[src/rtl/tlb_maint_pkg.sv]
package tlb_maint_pkg;

    localparam int TLB_ENTRIES = 16;
    localparam int TLB_VTAG_W  = 20;
    localparam int TLB_PPAGE_W = 20;
    localparam int REG_AW      = 4;
    localparam int REG_DW      = 32;

    localparam logic [REG_AW-1:0] OFS_PROBE = 4'h0;
    localparam logic [REG_AW-1:0] OFS_OP    = 4'h4;
    localparam logic [REG_AW-1:0] OFS_STAT  = 4'h8;

    localparam int OPB_UPD       = 0;
    localparam int OPB_CLRUNL    = 6;
    localparam int OPB_CLRALL    = 7;
    localparam int OPB_SEARCH    = 8;
    localparam int OPB_ALLOC_LSB = 16;

    localparam int STB_HIT     = 0;
    localparam int STB_ALLLOCK = 1;

    typedef enum logic [2:0] {
        CMD_NONE,
        CMD_CLR_ALL,
        CMD_CLR_UNL,
        CMD_SEARCH,
        CMD_UPD_ALLOC
    } op_cmd_e;

    typedef struct packed {
        op_cmd_e cmd;
        logic    probe_wr;
    } reg_req_t;

    function automatic op_cmd_e pick_cmd(input logic clr_all, input logic clr_unl,
                                         input logic search, input logic upd);
        if (clr_all)      return CMD_CLR_ALL;
        else if (clr_unl) return CMD_CLR_UNL;
        else if (search)  return CMD_SEARCH;
        else if (upd)     return CMD_UPD_ALLOC;
        return CMD_NONE;
    endfunction

endpackage

[src/rtl/tlb_op_decode.sv]
module tlb_op_decode
    import tlb_maint_pkg::*;
(
    input  logic              reg_wr,
    input  logic [REG_AW-1:0] reg_addr,
    input  logic [REG_DW-1:0] reg_wdata,
    output reg_req_t          req
);
    logic op_sel;

    assign op_sel = reg_wr && (reg_addr == OFS_OP);

    always_comb begin
        req.probe_wr = reg_wr && (reg_addr == OFS_PROBE);
        req.cmd      = CMD_NONE;
        if (op_sel) begin
            req.cmd = pick_cmd(reg_wdata[OPB_CLRALL], reg_wdata[OPB_CLRUNL],
                               reg_wdata[OPB_SEARCH], reg_wdata[OPB_UPD]);
        end
    end
endmodule

[src/rtl/tlb_entry_array.sv]
module tlb_entry_array #(
    parameter int N_ENT   = 16,
    parameter int VTAG_W  = 20,
    parameter int PPAGE_W = 20,
    localparam int IDX_W  = $clog2(N_ENT)
) (
    input  logic                     clk,
    input  logic                     rst,
    input  logic                     clr_all,
    input  logic                     clr_unl,
    input  logic                     wr_en,
    input  logic [IDX_W-1:0]         wr_idx,
    input  logic [VTAG_W-1:0]        wr_vtag,
    input  logic [PPAGE_W-1:0]       wr_ppage,
    input  logic                     wr_lock,
    output logic [N_ENT-1:0]         valid_vec,
    output logic [N_ENT-1:0]         lock_vec,
    output logic [N_ENT*VTAG_W-1:0]  vtag_flat,
    output logic [N_ENT*PPAGE_W-1:0] ppage_flat
);
    typedef struct packed {
        logic               valid;
        logic               lock;
        logic [VTAG_W-1:0]  vtag;
        logic [PPAGE_W-1:0] ppage;
    } slot_t;

    for (genvar g = 0; g < N_ENT; g++) begin : g_slot
        slot_t slot_q;

        always_ff @(posedge clk) begin
            if (rst || clr_all) begin
                slot_q <= '0;
            end else if (clr_unl) begin
                if (!slot_q.lock) slot_q <= '0;
            end else if (wr_en && (wr_idx == IDX_W'(g))) begin
                slot_q <= '{valid: 1'b1, lock: wr_lock, vtag: wr_vtag, ppage: wr_ppage};
            end
        end

        assign valid_vec[g]                     = slot_q.valid;
        assign lock_vec[g]                      = slot_q.lock;
        assign vtag_flat[g*VTAG_W +: VTAG_W]    = slot_q.vtag;
        assign ppage_flat[g*PPAGE_W +: PPAGE_W] = slot_q.ppage;
    end
endmodule

[src/rtl/tlb_match.sv]
module tlb_match #(
    parameter int N_ENT  = 16,
    parameter int VTAG_W = 20,
    localparam int IDX_W = $clog2(N_ENT)
) (
    input  logic [N_ENT-1:0]        valid_vec,
    input  logic [N_ENT*VTAG_W-1:0] vtag_flat,
    input  logic [VTAG_W-1:0]       key,
    output logic                    hit,
    output logic [IDX_W-1:0]        idx
);
    always_comb begin
        hit = 1'b0;
        idx = '0;
        for (int i = N_ENT - 1; i >= 0; i--) begin
            if (valid_vec[i] && (vtag_flat[i*VTAG_W +: VTAG_W] == key)) begin
                hit = 1'b1;
                idx = IDX_W'(i);
            end
        end
    end
endmodule

[src/rtl/tlb_repl.sv]
module tlb_repl #(
    parameter int N_ENT  = 16,
    localparam int IDX_W = $clog2(N_ENT)
) (
    input  logic             clk,
    input  logic             rst,
    input  logic             clr_all,
    input  logic             adv_en,
    input  logic [IDX_W-1:0] adv_from,
    input  logic [N_ENT-1:0] lock_vec,
    output logic [IDX_W-1:0] ptr,
    output logic [IDX_W-1:0] victim,
    output logic             all_locked
);
    logic [IDX_W-1:0] ptr_q;

    always_ff @(posedge clk) begin
        if (rst || clr_all) ptr_q <= '0;
        else if (adv_en)    ptr_q <= adv_from + 1'b1;
    end

    always_comb begin
        logic [IDX_W-1:0] cand;
        victim = ptr_q;
        for (int k = N_ENT - 1; k >= 0; k--) begin
            cand = ptr_q + IDX_W'(k);
            if (!lock_vec[cand]) victim = cand;
        end
    end

    assign all_locked = &lock_vec;
    assign ptr        = ptr_q;
endmodule

[src/rtl/tlb_maint_ctrl.sv]
module tlb_maint_ctrl
    import tlb_maint_pkg::*;
#(
    parameter int N_ENT   = TLB_ENTRIES,
    parameter int VTAG_W  = TLB_VTAG_W,
    parameter int PPAGE_W = TLB_PPAGE_W,
    localparam int IDX_W  = $clog2(N_ENT)
) (
    input  logic               clk,
    input  logic               rst,
    input  logic               reg_wr,
    input  logic [REG_AW-1:0]  reg_addr,
    input  logic [REG_DW-1:0]  reg_wdata,
    output logic [REG_DW-1:0]  reg_rdata,
    input  logic               ent_wr,
    input  logic [VTAG_W-1:0]  ent_vtag,
    input  logic [PPAGE_W-1:0] ent_ppage,
    input  logic               ent_lock,
    input  logic               err_valid,
    input  logic [IDX_W-1:0]   err_idx,
    input  logic [VTAG_W-1:0]  lk_vtag,
    output logic               lk_hit,
    output logic [IDX_W-1:0]   lk_idx,
    output logic [PPAGE_W-1:0] lk_ppage
);
    reg_req_t                 req;
    logic                     clr_all, clr_unl, do_search, do_upd, do_wr;
    logic [REG_DW-1:0]        probe_q;
    logic [IDX_W-1:0]         alloc_q;
    logic                     hit_q;
    logic [N_ENT-1:0]         valid_vec, lock_vec;
    logic [N_ENT*VTAG_W-1:0]  vtag_flat;
    logic [N_ENT*PPAGE_W-1:0] ppage_flat;
    logic                     srch_hit;
    logic [IDX_W-1:0]         srch_idx;
    logic [IDX_W-1:0]         ptr, victim;
    logic                     all_locked;

    tlb_op_decode u_dec (
        .reg_wr    (reg_wr),
        .reg_addr  (reg_addr),
        .reg_wdata (reg_wdata),
        .req       (req)
    );

    assign clr_all   = (req.cmd == CMD_CLR_ALL);
    assign clr_unl   = (req.cmd == CMD_CLR_UNL);
    assign do_search = (req.cmd == CMD_SEARCH);
    assign do_upd    = (req.cmd == CMD_UPD_ALLOC);
    assign do_wr     = ent_wr && !clr_all && !clr_unl;

    tlb_entry_array #(.N_ENT(N_ENT), .VTAG_W(VTAG_W), .PPAGE_W(PPAGE_W)) u_arr (
        .clk        (clk),
        .rst        (rst),
        .clr_all    (clr_all),
        .clr_unl    (clr_unl),
        .wr_en      (do_wr),
        .wr_idx     (alloc_q),
        .wr_vtag    (ent_vtag),
        .wr_ppage   (ent_ppage),
        .wr_lock    (ent_lock),
        .valid_vec  (valid_vec),
        .lock_vec   (lock_vec),
        .vtag_flat  (vtag_flat),
        .ppage_flat (ppage_flat)
    );

    tlb_match #(.N_ENT(N_ENT), .VTAG_W(VTAG_W)) u_lk_match (
        .valid_vec (valid_vec),
        .vtag_flat (vtag_flat),
        .key       (lk_vtag),
        .hit       (lk_hit),
        .idx       (lk_idx)
    );

    tlb_match #(.N_ENT(N_ENT), .VTAG_W(VTAG_W)) u_probe_match (
        .valid_vec (valid_vec),
        .vtag_flat (vtag_flat),
        .key       (probe_q[VTAG_W-1:0]),
        .hit       (srch_hit),
        .idx       (srch_idx)
    );

    tlb_repl #(.N_ENT(N_ENT)) u_repl (
        .clk        (clk),
        .rst        (rst),
        .clr_all    (clr_all),
        .adv_en     (do_wr),
        .adv_from   (alloc_q),
        .lock_vec   (lock_vec),
        .ptr        (ptr),
        .victim     (victim),
        .all_locked (all_locked)
    );

    assign lk_ppage = lk_hit ? ppage_flat[int'(lk_idx)*PPAGE_W +: PPAGE_W] : '0;

    always_ff @(posedge clk) begin
        if (rst) begin
            probe_q <= '0;
            alloc_q <= '0;
            hit_q   <= 1'b0;
        end else begin
            if (req.probe_wr) probe_q <= reg_wdata;
            if (do_search)    hit_q   <= srch_hit;
            if (err_valid)      alloc_q <= err_idx;
            else if (do_search) alloc_q <= srch_hit ? srch_idx : victim;
            else if (do_upd)    alloc_q <= victim;
        end
    end

    always_comb begin
        reg_rdata = '0;
        case (reg_addr)
            OFS_PROBE: reg_rdata = probe_q;
            OFS_OP:    reg_rdata[OPB_ALLOC_LSB +: IDX_W] = alloc_q;
            OFS_STAT: begin
                reg_rdata[STB_HIT]     = hit_q;
                reg_rdata[STB_ALLLOCK] = all_locked;
            end
            default:   reg_rdata = '0;
        endcase
    end
endmodule

[config.mk]
export PLATFORM = sky130hd
export DESIGN_NAME = tlb_maint_ctrl
export DESIGN_NICKNAME = d
export VERILOG_FILES = /design/src/rtl/tlb_maint_pkg.sv /design/src/rtl/tlb_op_decode.sv /design/src/rtl/tlb_entry_array.sv /design/src/rtl/tlb_match.sv /design/src/rtl/tlb_repl.sv /design/src/rtl/tlb_maint_ctrl.sv
export SDC_FILE = /design/constraint.sdc
export NUM_CORES = 2
export LEC_CHECK = 0
export BUFFER_PORTS_ARGS = -buffer_cell sky130_fd_sc_hd__buf_4
export CORE_ASPECT_RATIO = 1.5
export CORE_MARGIN = 1
export CORE_UTILIZATION = 65
export DETAILED_ROUTE_END_ITERATION = 6
export HOLD_SLACK_MARGIN = 0.06
export PLACE_DENSITY = 0.82
export SYNTH_ARGS = -nofsm -noshare
export SYNTH_HDL_FRONTEND = slang
export SYNTH_SLANG_ARGS = --single-unit
[constraint.sdc]
create_clock -name clk -period 9.3 [get_ports clk]
set_input_delay 0.93 -clock clk [delete_from_list [all_inputs] [get_ports clk]]
set_output_delay 0.93 -clock clk [all_outputs]
set_load 0.01 [all_outputs]
==> reports/qor.txt <==
status -> finished, violations left
failing checks -> design-rule violations
setup fix buffers added after clock tree synthesis -> 0
Die Wd -> 201 um
Synthesis Warnings -> 0
setup TNS -> 0 ps
WHS -> 449 ps
WP data required -> 8370 ps
chip height -> 300 um
post-synth cell types -> 81
syn_nets -> 4537
PostCTS Resize Cnt -> 0
dpl cell area -> 39400 um^2
drt total wl -> 151 mm
Slowest-stage cell, CP -> nand2_8
Total Nets Final -> 4391
Max Transition Viols Final -> 0
DRC -> 2
CP max stage delay -> 790 ps
Starting Density -> 66.1%
area of the multi-input gates -> 22300 um^2
# clock sinks -> 713
Synth Cell Area -> 38400 um^2
FMAX -> 143 MHz
Yosys reg bits -> 713
CP startpoint kind -> input pin
CP Cell Sequence -> buf_4 > xnor2_1 > nand4_1 > nor4_1 > nand4_1 > a41o_1 > nand2_1 > nand2_8 > mux2_2 > a222oi_1 > o211ai_1 > buf_4
Clock Tree Root -> clkbuf_16
CTS Buf Count -> 68
Synth Instances -> 4420
vias per cell -> 7.12
CTS tree -> built
Final GP Congestion -> 0.974
Worst Tran Pin Value -> 1240 ps
final hold violation count -> 0
Die Area -> 60100 um^2
VDD IR max -> 0.191 mV
first-pass GRT wire length -> 219 mm
final setup vio count -> 0
crit path DAT -> 6080 ps
IO buf count -> 162
max-cap check violation count -> 0
nature of the critical path endpoint -> output port
Vias -> 36314
GRT Util Overall -> 48.9%
leakage -> 15.3 nW
Layout Skew -> 31.1 ps
area grow syn2layout -> 8.41%
most frequent cells in the layout -> 741 x nor2_1, 713 x dfxtp_1, 642 x a22oi_1
Crit Path Max Fanout -> 119
number of global-route vias before repair -> 34433
Slew HR -> 17.3%
Top-Level Pins -> 163
syn_area_per_cell -> 8.69 um^2
WL per Instance -> 29.7 um
Iteration-0 DRC Markers -> 5295
share of layout cells above drive strength 1 -> 12.5%
# hold bufs at CTS -> 0
initial antenna violation count -> 8
Hold Path Class -> flop to flop
TritonRoute pass-1 iters -> 7
Fillers -> 4579
Core ar. -> 58100 um^2
GR Overflow Total -> 0
asr flop ratio synth -> 0%
remaining antenna violation count -> 0
RSZ-0062 raised after global routing -> no
final total power -> 0.00675 W
crit share post-route -> 75.4%
clock latency on the worst-skew pair -> 640 ps
min Tclk post-route -> 7010 ps
clk buf depth -> 3
Finished Cell Area -> 41700 um^2
row cnt -> 108
register area -> 14300 um^2
largest net degree at the start of global routing -> 120
clock input transition at the sequential cells of the worst setup and hold paths -> 60 ps
Post-synth EDFFs -> 0
most frequently used flop master after synthesis -> dfxtp_1
post-DP HPWL -> 92.2 mm
pwr dens -> 162 nW/um^2
number of H-tree levels -> 3
Crit Path Class -> input pin to output port
most common cell after layout, fill and taps aside -> nor2_1
sequential area share after synthesis -> 37.1%
[per-stage QoR]
step	setup WS [ps]	cells	utilization, %
after floorplan	4600	4420	-
after global placement	2610	4974	67.8
after detailed placement	2650	4974	67.8
after CTS	2620	5094	71.7
after global routing	2180	5101	71.7
final	2290	5102	71.7
[Yosys cell counts, types with 85 or more instances]
library cell	instances	share of area [%]
nand2_1	125	1.2
nor4_1	91	1.5
nand4_1	160	2.6
nor2_1	769	7.5
a22oi_1	642	13
xnor2_1	440	10
dfxtp_1	713	37
mux2i_1	110	2.9
mux2_2	89	2.6
clkbuf_1	311	3.0
xor2_1	214	4.9
nand3_1	85	1.1
[registers in the layout, indices dropped and copies added, names as in the netlist]
register and cells:
probe_q 32, u_arr.valid_vec 16, alloc_q 4, u_repl.ptr 4, u_arr.vtag_flat 320, hit_q 1
u_arr.lock_vec 16, u_arr.ppage_flat 320
[report_power, final]
part | internal [W] | leakage (nW) | switching, W | total (W)
combinational | 0.000247 | 8.47 | 0.000497 | 0.000744
sequential | 0.00310 | 5.75 | 0.0000528 | 0.00315
clock | 0.00161 | 1.11 | 0.00125 | 0.00286
total | 0.00495 | 15.3 | 0.00180 | 0.00675
[routing by layer]
layer	global-route usage [%]	routed length [um]
met5	0	9
met1	54.7	49900
met3	11.5	17800
met4	49.7	17900
met2	75.3	65700
[worst max-delay path: cells and delay by family]
family	cells	cell delay (ps)
compound gates	3	1180
xor+xnor	1	180
buf+inv	2	640
mux	1	560
simple gates	5	2360
[logic make-up (layout without fill, tap and decap cells)]
kind of cell / count (synthesis) / after routing / share of synthesized area (%)
other cells: 0 / 8 / 0
fa+ha+maj: 11 / 11 / 0.358
buf+inv: 471 / 375 / 5.46
flops: 713 / 713 / 37.1
simple gates: 1405 / 1405 / 17.1
compound gates: 933 / 933 / 17.7
mux: 233 / 233 / 7.31
xor+xnor: 654 / 654 / 14.9
[area by class of cell]
class | instances | area share, %
Clock buffer | 94 | 4.66
Inverter | 18 | 0.162
Sequential cell | 713 | 34.3
Tap cell | 770 | 2.31
Multi-Input combinational cell | 3236 | 53.6
Antenna cell | 8 | 0.0481
Clock inverter | 26 | 0.700
Timing Repair Buffer | 237 | 4.27
[path summary, 6_finish.rpt]
| kind | to | cells after the start | from | slack, ps |
|---|---|---|---|---|
| setup reg to reg | alloc_q[1] | 12 | u_repl.ptr[0] | 4270 |
| hold / removal | probe_q[25] | 2 | probe_q[25] | 450 |
| hold reg to reg | probe_q[25] | 2 | probe_q[25] | 450 |
| setup / recovery | lk_ppage[11] | 12 | lk_vtag[11] | 2290 |
(Power assumes the default switching activity.)
